## src/rtl/ctg_pkg.sv

```systemverilog
package ctg_pkg;
    localparam int MDIV_SEL_W   = 3;
    localparam int MDIV_MAX_LIM = 4;
    localparam int MDIV_CNT_W   = $clog2(MDIV_MAX_LIM + 1);

    // terminal count for a master select: code n gives divide-by-(n+1); unused codes fall back to divide-by-one
    function automatic logic [MDIV_CNT_W-1:0] mdiv_limit(input logic [MDIV_SEL_W-1:0] sel);
        if (int'(sel) <= MDIV_MAX_LIM)
            return MDIV_CNT_W'(sel);
        else
            return '0;
    endfunction
endpackage

```

## src/rtl/ctg_master_div.sv

```systemverilog
module ctg_master_div
    import ctg_pkg::*;
(
    input  logic                  clk,
    input  logic                  rst_n,
    input  logic [MDIV_SEL_W-1:0] sel,
    output logic                  tick
);
    logic [MDIV_CNT_W-1:0] cnt_q;
    logic [MDIV_CNT_W-1:0] lim_q;

    always_comb begin
        tick = (cnt_q == lim_q);
    end

    always_ff @(posedge clk or negedge rst_n) begin
        if (!rst_n) begin
            cnt_q <= '0;
            lim_q <= '0;
        end else if (tick) begin
            cnt_q <= '0;
            lim_q <= mdiv_limit(sel);
        end else begin
            cnt_q <= cnt_q + 1'b1;
        end
    end

    AST_MCNT_IN_RANGE: assert property (@(posedge clk) disable iff (!rst_n) cnt_q <= lim_q);
    AST_MLIM_LEGAL: assert property (@(posedge clk) disable iff (!rst_n) int'(lim_q) <= MDIV_MAX_LIM);
    AST_MLIM_HOLD: assert property (@(posedge clk) disable iff (!rst_n) !tick |=> $stable(lim_q));
endmodule

```

## src/rtl/ctg_pow2_div.sv

```systemverilog
module ctg_pow2_div #(
    parameter int SEL_W = 2,
    parameter int CNT_W = 3
) (
    input  logic             clk,
    input  logic             rst_n,
    input  logic             step,
    input  logic             reload,
    input  logic [SEL_W-1:0] sel,
    output logic             pulse
);
    localparam logic [CNT_W-1:0] ALL_ONES = '1;

    logic [CNT_W-1:0] cnt_q;
    logic [SEL_W-1:0] sel_q;
    logic [CNT_W-1:0] lim;

    // select 0 is the slowest ratio (2**CNT_W); each step up halves it
    always_comb begin
        lim   = ALL_ONES >> sel_q;
        pulse = step && (cnt_q == lim);
    end

    always_ff @(posedge clk or negedge rst_n) begin
        if (!rst_n) begin
            cnt_q <= '0;
            sel_q <= '0;
        end else if (reload) begin
            cnt_q <= '0;
            sel_q <= sel;
        end else if (pulse) begin
            cnt_q <= '0;
        end else if (step) begin
            cnt_q <= cnt_q + 1'b1;
        end
    end

    AST_PCNT_IN_RANGE: assert property (@(posedge clk) disable iff (!rst_n) cnt_q <= lim);
    AST_PSEL_HOLD: assert property (@(posedge clk) disable iff (!rst_n) !reload |=> $stable(sel_q));
    AST_RELOAD_ON_STEP: assert property (@(posedge clk) disable iff (!rst_n) reload |-> step);
endmodule

```

## src/rtl/ctg_timing_gen.sv

```systemverilog
module ctg_timing_gen #(
    parameter int SCLK_SEL_W      = 2,
    parameter int SRATE_SEL_W     = 2,
    parameter int SRATE_BASE_LOG2 = 8
) (
    input  logic                            clk,
    input  logic                            rst_n,
    input  logic [ctg_pkg::MDIV_SEL_W-1:0]  mdiv_sel,
    input  logic [SCLK_SEL_W-1:0]           sclk_sel,
    input  logic [SRATE_SEL_W-1:0]          srate_sel,
    output logic                            imclk_en,
    output logic                            sclk_en,
    output logic                            sample_stb
);
    localparam int SCLK_CNT_W  = (2 ** SCLK_SEL_W) - 1;
    localparam int SRATE_CNT_W = SRATE_BASE_LOG2 + (2 ** SRATE_SEL_W) - 1;

    logic stb_w;

    ctg_master_div u_master (
        .clk   (clk),
        .rst_n (rst_n),
        .sel   (mdiv_sel),
        .tick  (imclk_en)
    );

    // the sample divider reloads on its own wrap
    ctg_pow2_div #(.SEL_W(SRATE_SEL_W), .CNT_W(SRATE_CNT_W)) u_srate (
        .clk    (clk),
        .rst_n  (rst_n),
        .step   (imclk_en),
        .reload (stb_w),
        .sel    (srate_sel),
        .pulse  (stb_w)
    );

    // the serial divider reloads and restarts on the frame strobe, keeping it in phase
    ctg_pow2_div #(.SEL_W(SCLK_SEL_W), .CNT_W(SCLK_CNT_W)) u_sclk (
        .clk    (clk),
        .rst_n  (rst_n),
        .step   (imclk_en),
        .reload (stb_w),
        .sel    (sclk_sel),
        .pulse  (sclk_en)
    );

    assign sample_stb = stb_w;

    initial begin
        AST_FRAME_COVERS_SERIAL: assert (SRATE_CNT_W >= SCLK_CNT_W);
    end

    AST_STB_ON_SCLK: assert property (@(posedge clk) disable iff (!rst_n) sample_stb |-> sclk_en);
    AST_SCLK_ON_IMCLK: assert property (@(posedge clk) disable iff (!rst_n) sclk_en |-> imclk_en);
    AST_STB_ON_IMCLK: assert property (@(posedge clk) disable iff (!rst_n) sample_stb |-> imclk_en);
endmodule

```

## config.mk

```make
export PLATFORM = sky130hd
export DESIGN_NAME = ctg_timing_gen
export DESIGN_NICKNAME = d
export VERILOG_FILES = /design/src/rtl/ctg_pkg.sv /design/src/rtl/ctg_master_div.sv /design/src/rtl/ctg_pow2_div.sv /design/src/rtl/ctg_timing_gen.sv
export SDC_FILE = /design/constraint.sdc
export NUM_CORES = 1
export LEC_CHECK = 0
export BUFFER_PORTS_ARGS = -buffer_cell sky130_fd_sc_hd__buf_2
export CORE_MARGIN = 5
export CORE_UTILIZATION = 51
export DETAILED_ROUTE_END_ITERATION = 8
export PLACE_DENSITY = 0.73
export SLEW_MARGIN = 20
export SYNTH_ARGS = -nofsm -noshare
export SYNTH_HDL_FRONTEND = slang
export SYNTH_SLANG_ARGS = --single-unit
```

## constraint.sdc

```tcl
create_clock -name clk -period 1.8 [get_ports clk]
set_input_delay 0.36 -clock clk [delete_from_list [all_inputs] [get_ports clk]]
set_output_delay 0.36 -clock clk [all_outputs]
set_load 0.005 [all_outputs]
```

### Word level (Yosys, flattened, before mapping)

Cells that the tools add are included.

* reductions and logical operators: 4
* equal/unequal tests: 3
* shift-type cells: 2
* add/subtract/negate cells: 3
* order comparisons: 1
* mux-type cells: 7

Operators with widths (count)
* $mux W11: 2
* $mux W3: 5
* $add A11 B1 Y11 const B: 1
* $eq A11 B11 Y1: 1
* $shr A11 B2 Y11 const A: 1
* $add A3 B1 Y3 const B: 2
* $eq A3 B3 Y1: 2
* $le A3 B3 Y1 const B: 1
* $reduce_bool A3 Y1: 1
* $shr A3 B2 Y3 const A: 1
* $logic_and A1 B1 Y1: 2
* $reduce_bool A2 Y1: 1

* input bits: 9
* word-level logic and storage cells: 26
* output and inout port bits: 3
* register bits: 24

### Depth between registers and ports, before layout

* depth after elaboration: 5
* mapped depth: 7

### Hierarchy

Synthesis repeated with hierarchy kept, for this count alone.

* cells, all modules: 116
* area, all modules: 1336.3 sq um

By module, submodules not included
* ctg_pow2_div at u_srate: sequential area each 325.3 sq um, instances 1, cells each 67, area an instance 733.2 sq um
* ctg_pow2_div at u_sclk: sequential area each 125.1 sq um, instances 1, cells each 28, area an instance 319.1 sq um
* ctg_master_div: sequential area each 150.1 sq um, instances 1, cells each 21, area an instance 284.0 sq um

### Worst setup path after synthesis

No wires, ideal clock.

* kind: reg2reg
* from: reg u_master.cnt_q[0]
* to: reg u_sclk.sel_q[0]
* path buffers: 2
* required time: 1.675 ns
* setup time: 0.125 ns
* stages on the path, launching flop included: 7
* path slack: -0.069 ns
* data arrival time: 1.744 ns
* path through: dfrtp_1 -> xor2_1 -> or3_1 -> buf_6 -> nor3_2 -> buf_6 -> mux2_4

* cells in the longest elaborated chain, start to end: 2

Ends and longest elaborated chain
* start: declaration: line ctg_master_div.sv:9 `logic [MDIV_CNT_W-1:0] cnt_q;`
* start signal: assignment: line ctg_master_div.sv:24 `cnt_q <= cnt_q + 1'b1;`
* $eq A3 B3 Y1: line ctg_master_div.sv:13 `tick = (cnt_q == lim_q);`
* $logic_and A1 B1 Y1: line ctg_pow2_div.sv:21 `pulse = step && (cnt_q == lim);`
* end signal: assignment: line ctg_pow2_div.sv:30 `sel_q <= sel;`
* end: declaration: line ctg_pow2_div.sv:15 `logic [SEL_W-1:0] sel_q;`

Every way passes these cells.
A chain may end at the register's enable or synchronous reset.

### Final worst setup path

* from: reg u_master.cnt_q[0]
* to: out sample_stb

* cells in the longest elaborated chain, start to end: 2

Ends and longest elaborated chain
* $eq A3 B3 Y1: line ctg_master_div.sv:13
* $logic_and A1 B1 Y1: line ctg_pow2_div.sv:21
* end: declaration: line ctg_timing_gen.sv:13 `output logic sample_stb`

Every way passes these cells.

==> impl_metrics.env <==
export IMPL_drive_above_1_share=0.4250
export IMPL_synth_warnings=0
export IMPL_cts_buffers_inserted=3
export IMPL_avgSynthCellArea_sq_um=10.80
export IMPL_rsz0062_at_grt="yes"
export IMPL_die_area_sq_mm=0.003497
export IMPL_critPathLaunchType="flip-flop"
export IMPL_max_cap_viol_count=0
export IMPL_start_util=0.5461
export IMPL_wire_per_inst_um=15.70
export IMPL_synth_ff_type="dfrtp_1"
export IMPL_portBuffers=11
export IMPL_critPathLaunch="u_master.cnt_q[0]"
export IMPL_h_tree_depth=1
export IMPL_clock_sinks=24
export IMPL_clkTransAtPathRegs_ns=0.13
export IMPL_status="complete, but fails checks"
export IMPL_whs_ns=0.01840
export IMPL_drtIter0Drc=34
export IMPL_cpMaxStageDelayCell="dfrtp_1"
export IMPL_drtPass1Iterations=4
export IMPL_grtUsageTotal=0.1742
export IMPL_ctsLongestPathBuffers=2
export IMPL_critical_path_max_stage_delay_ns=0.43
export IMPL_yosysSeqAreaShare=0.4878
export IMPL_synthArstFlopShare=1.000
export IMPL_gp_congestion=0.8138
export IMPL_fp_coreArea_sq_mm=0.002255
export IMPL_die_width_um=59.14
export IMPL_failed_checks="setup timing"
export IMPL_die_h_um=59.14
export IMPL_crit_fanout=5
export IMPL_max_slew_margin=0.6314
export IMPL_worstPathCellList="xor2_1 > or3_4 > clkinv_4 > nand4_4 > nor2_4 > buf_2"
export IMPL_dp_hpwl_um=1802
export IMPL_post_place_ws_ns=-0.1174
export IMPL_layout_setup_ws_ns=-0.3385
export IMPL_hold_viol_final=0
export IMPL_route_detailed_drc=0
export IMPL_synthDistinctLibCells=35
export IMPL_arrival_ns=1.78
export IMPL_syn_num_nets=126
export IMPL_ir_worst_vdd_mv=1.084
export IMPL_hold_class="in2async"
export IMPL_antenna_found_initial=0
export IMPL_drtAntennaViolNets=0
export IMPL_vias_per_cell=5.516
export IMPL_overflow=0
export IMPL_crit_type="reg2out"
export IMPL_grt_max_degree=25
export IMPL_cts_tree="yes"
export IMPL_power_density_mw_per_mm2=1422
export IMPL_r2r_setup_slack_ns=-0.17
export IMPL_area_delta_synth_final_pct=40.35
export IMPL_period_share=1.188
export IMPL_synth_edf_count=0
export IMPL_end_kind="primary output"
export IMPL_syn_area_sq_mm=0.001231
export IMPL_layout_min_cycle_time_ns=2.139
export IMPL_r2r_start="u_master.cnt_q[0]"
export IMPL_num_vias=1037
export IMPL_num_nets_final=174
export IMPL_reg2reg_to="u_srate.sel_q[0]"
export IMPL_slew_viol_final=0
export IMPL_finalSetupViolCount=14
export IMPL_clock_fmax_mhz=467.6
export IMPL_wl_um=2951
export IMPL_clk_latency_ns=0.30
export IMPL_fin_setup_tns_ns=-1.512
export IMPL_pin_count=12
export IMPL_total_power_uw=2457
export IMPL_tightest_slew_ns=0.5529
export IMPL_reg2reg_depth=6
export IMPL_cts_root_buf="clkbuf_4"
export IMPL_syn_inst=114
export IMPL_grt_pass1_wl_um=4616
export IMPL_ys_seq_elements=24
export IMPL_rows=17
export IMPL_p_leak_uw=0.0008524
export IMPL_skew_ns=0.002659
export IMPL_cp_required_ns=1.44
export IMPL_grt_pass1_vias=1065
export IMPL_antenna_cells=0
-- worst max-delay path, delay by kind of cell (launching register included) --
| kind | cells | cell delay, ns |
|---|---|---|
| buffers and inverters | 2 | 0.21 |
| AND/OR/NAND/NOR | 3 | 0.65 |
| XOR/XNOR | 1 | 0.18 |
| flip-flops | 1 | 0.43 |
-- worst max path at each step --
stage / slack (ns) / end / depth (start not counted)
6_report: -0.34 / sample_stb / 6
5_1_grt: -0.42 / sample_stb / 6
4_1_cts: -0.30 / sample_stb / 6
3_5_place_dp: -0.12 / u_srate.cnt_q[10] / 6
3_3_place_gp: -0.05 / sample_stb / 6
2_1_floorplan: 0.005 / u_sclk.sel_q[0] / 6
-- state kept, by name, indices dropped and copies added (netlist names) --
signal	cells
u_master.cnt_q	3
u_master.lim_q	3
u_sclk.cnt_q	3
u_sclk.sel_q	2
u_srate.cnt_q	11
u_srate.sel_q	2
-- cell usage after synthesis (2+ instances only) --
cell      instances  area [sq um]
nor2_1            9         33.78
nor4bb_1          2         20.02
nand2_1          15         56.30
ha_1              3         37.54
xnor2_1           6         52.55
buf_6             2         22.52
nand2b_1          2         12.51
mux2_4            3         45.04
and2_1            2         12.51
mux2_2            2         22.52
nand3b_1          2         15.01
nor3_1            2         10.01
and3_1            2         12.51
nand3_1           6         30.03
dfrtp_1          24         600.6
o22ai_1           3         18.77
xor2_1            6         52.55
o21ai_0           3         15.01
nand4_1           2         12.51
inv_1             2         7.510
a31o_2            2         17.52
-- metrics by stage --
step	util	cells	instance area [sq um]
floorplan	-	114	1250
global placement	0.6476	170	1460
detailed placement	0.6476	170	1460
CTS	0.7292	182	1644
global route	0.7664	188	1728
finish	0.7664	188	1728
-- layout make-up --
cell class | count | area [sq um]
Multi-Input combinational cell | 84 | 671.9
Fill cell | 135 | 526.8
Tap cell | 28 | 35.03
Timing Repair Buffer | 46 | 381.6
Clock buffer | 3 | 22.52
Sequential cell | 24 | 600.6
Inverter | 3 | 16.27
-- kinds of logic after synthesis --
| group | after synthesis | share of synthesized area |
|---|---|---|
| buffers and inverters | 6 | 0.03761 |
| flip-flops | 24 | 0.4878 |
| adder cells (fa/ha/maj) | 3 | 0.03049 |
| multiplexers | 5 | 0.05487 |
| XOR/XNOR | 12 | 0.08537 |
| AO/OA/AOI/OAI | 14 | 0.07724 |
| AND/OR/NAND/NOR | 50 | 0.2266 |
-- what timing repair did --
item | 4_1_cts | 5_1_grt
hold buffers | 0 | 0
buffers inserted | 9 | 6
setup endpoints to repair | 7 | 17
gates resized for setup | 19 | 9
cloned | 0 | 1
pin swaps | 7 | 4
-- metal layers --
metal,global-route usage,part of all wire,wire length [um],vias up
met2,0.3139,0.52,1548,30
met5,0,0,0,-
met1,0.2033,0.41,1214,504
met4,0.06472,0.015,44,0
met3,0.03268,0.049,144,8
li1,-,-,-,495
-- placed cells by master, fill, tap and decap left out, drive strengths merged --
master   Yosys  layout
ha           3       3
clkbuf       0       4
nand4        3       3
buf          3      45
clkinv       1       1
nand2       15      15
o41ai        1       1
dfrtp       24      24
nor4         1       1
nand2b       2       2
or3          1       1
mux2         5       5
o22ai        3       3
o21ai        3       3
xor2         6       6
a31oi        1       1
a21oi        1       1
nor3         3       3
o31ai        1       1
nor4bb       2       2
inv          2       2
or3b         1       1
nand3        6       6
a2bb2oi      1       1
and3         2       2
a21o         1       1
nand3b       2       2
and2         2       2
nor2         9       9
nand4bb      1       1
a31o         2       2
xnor2        6       6
-- power by group --
group	switching [uW]	total, uW	internal (uW)
Clock	155	233	78.0
Combinational	611	1400	791
Sequential	131	823	692
Total	897	2460	1560
Note: power is estimated with default switching activity, not from simulation.
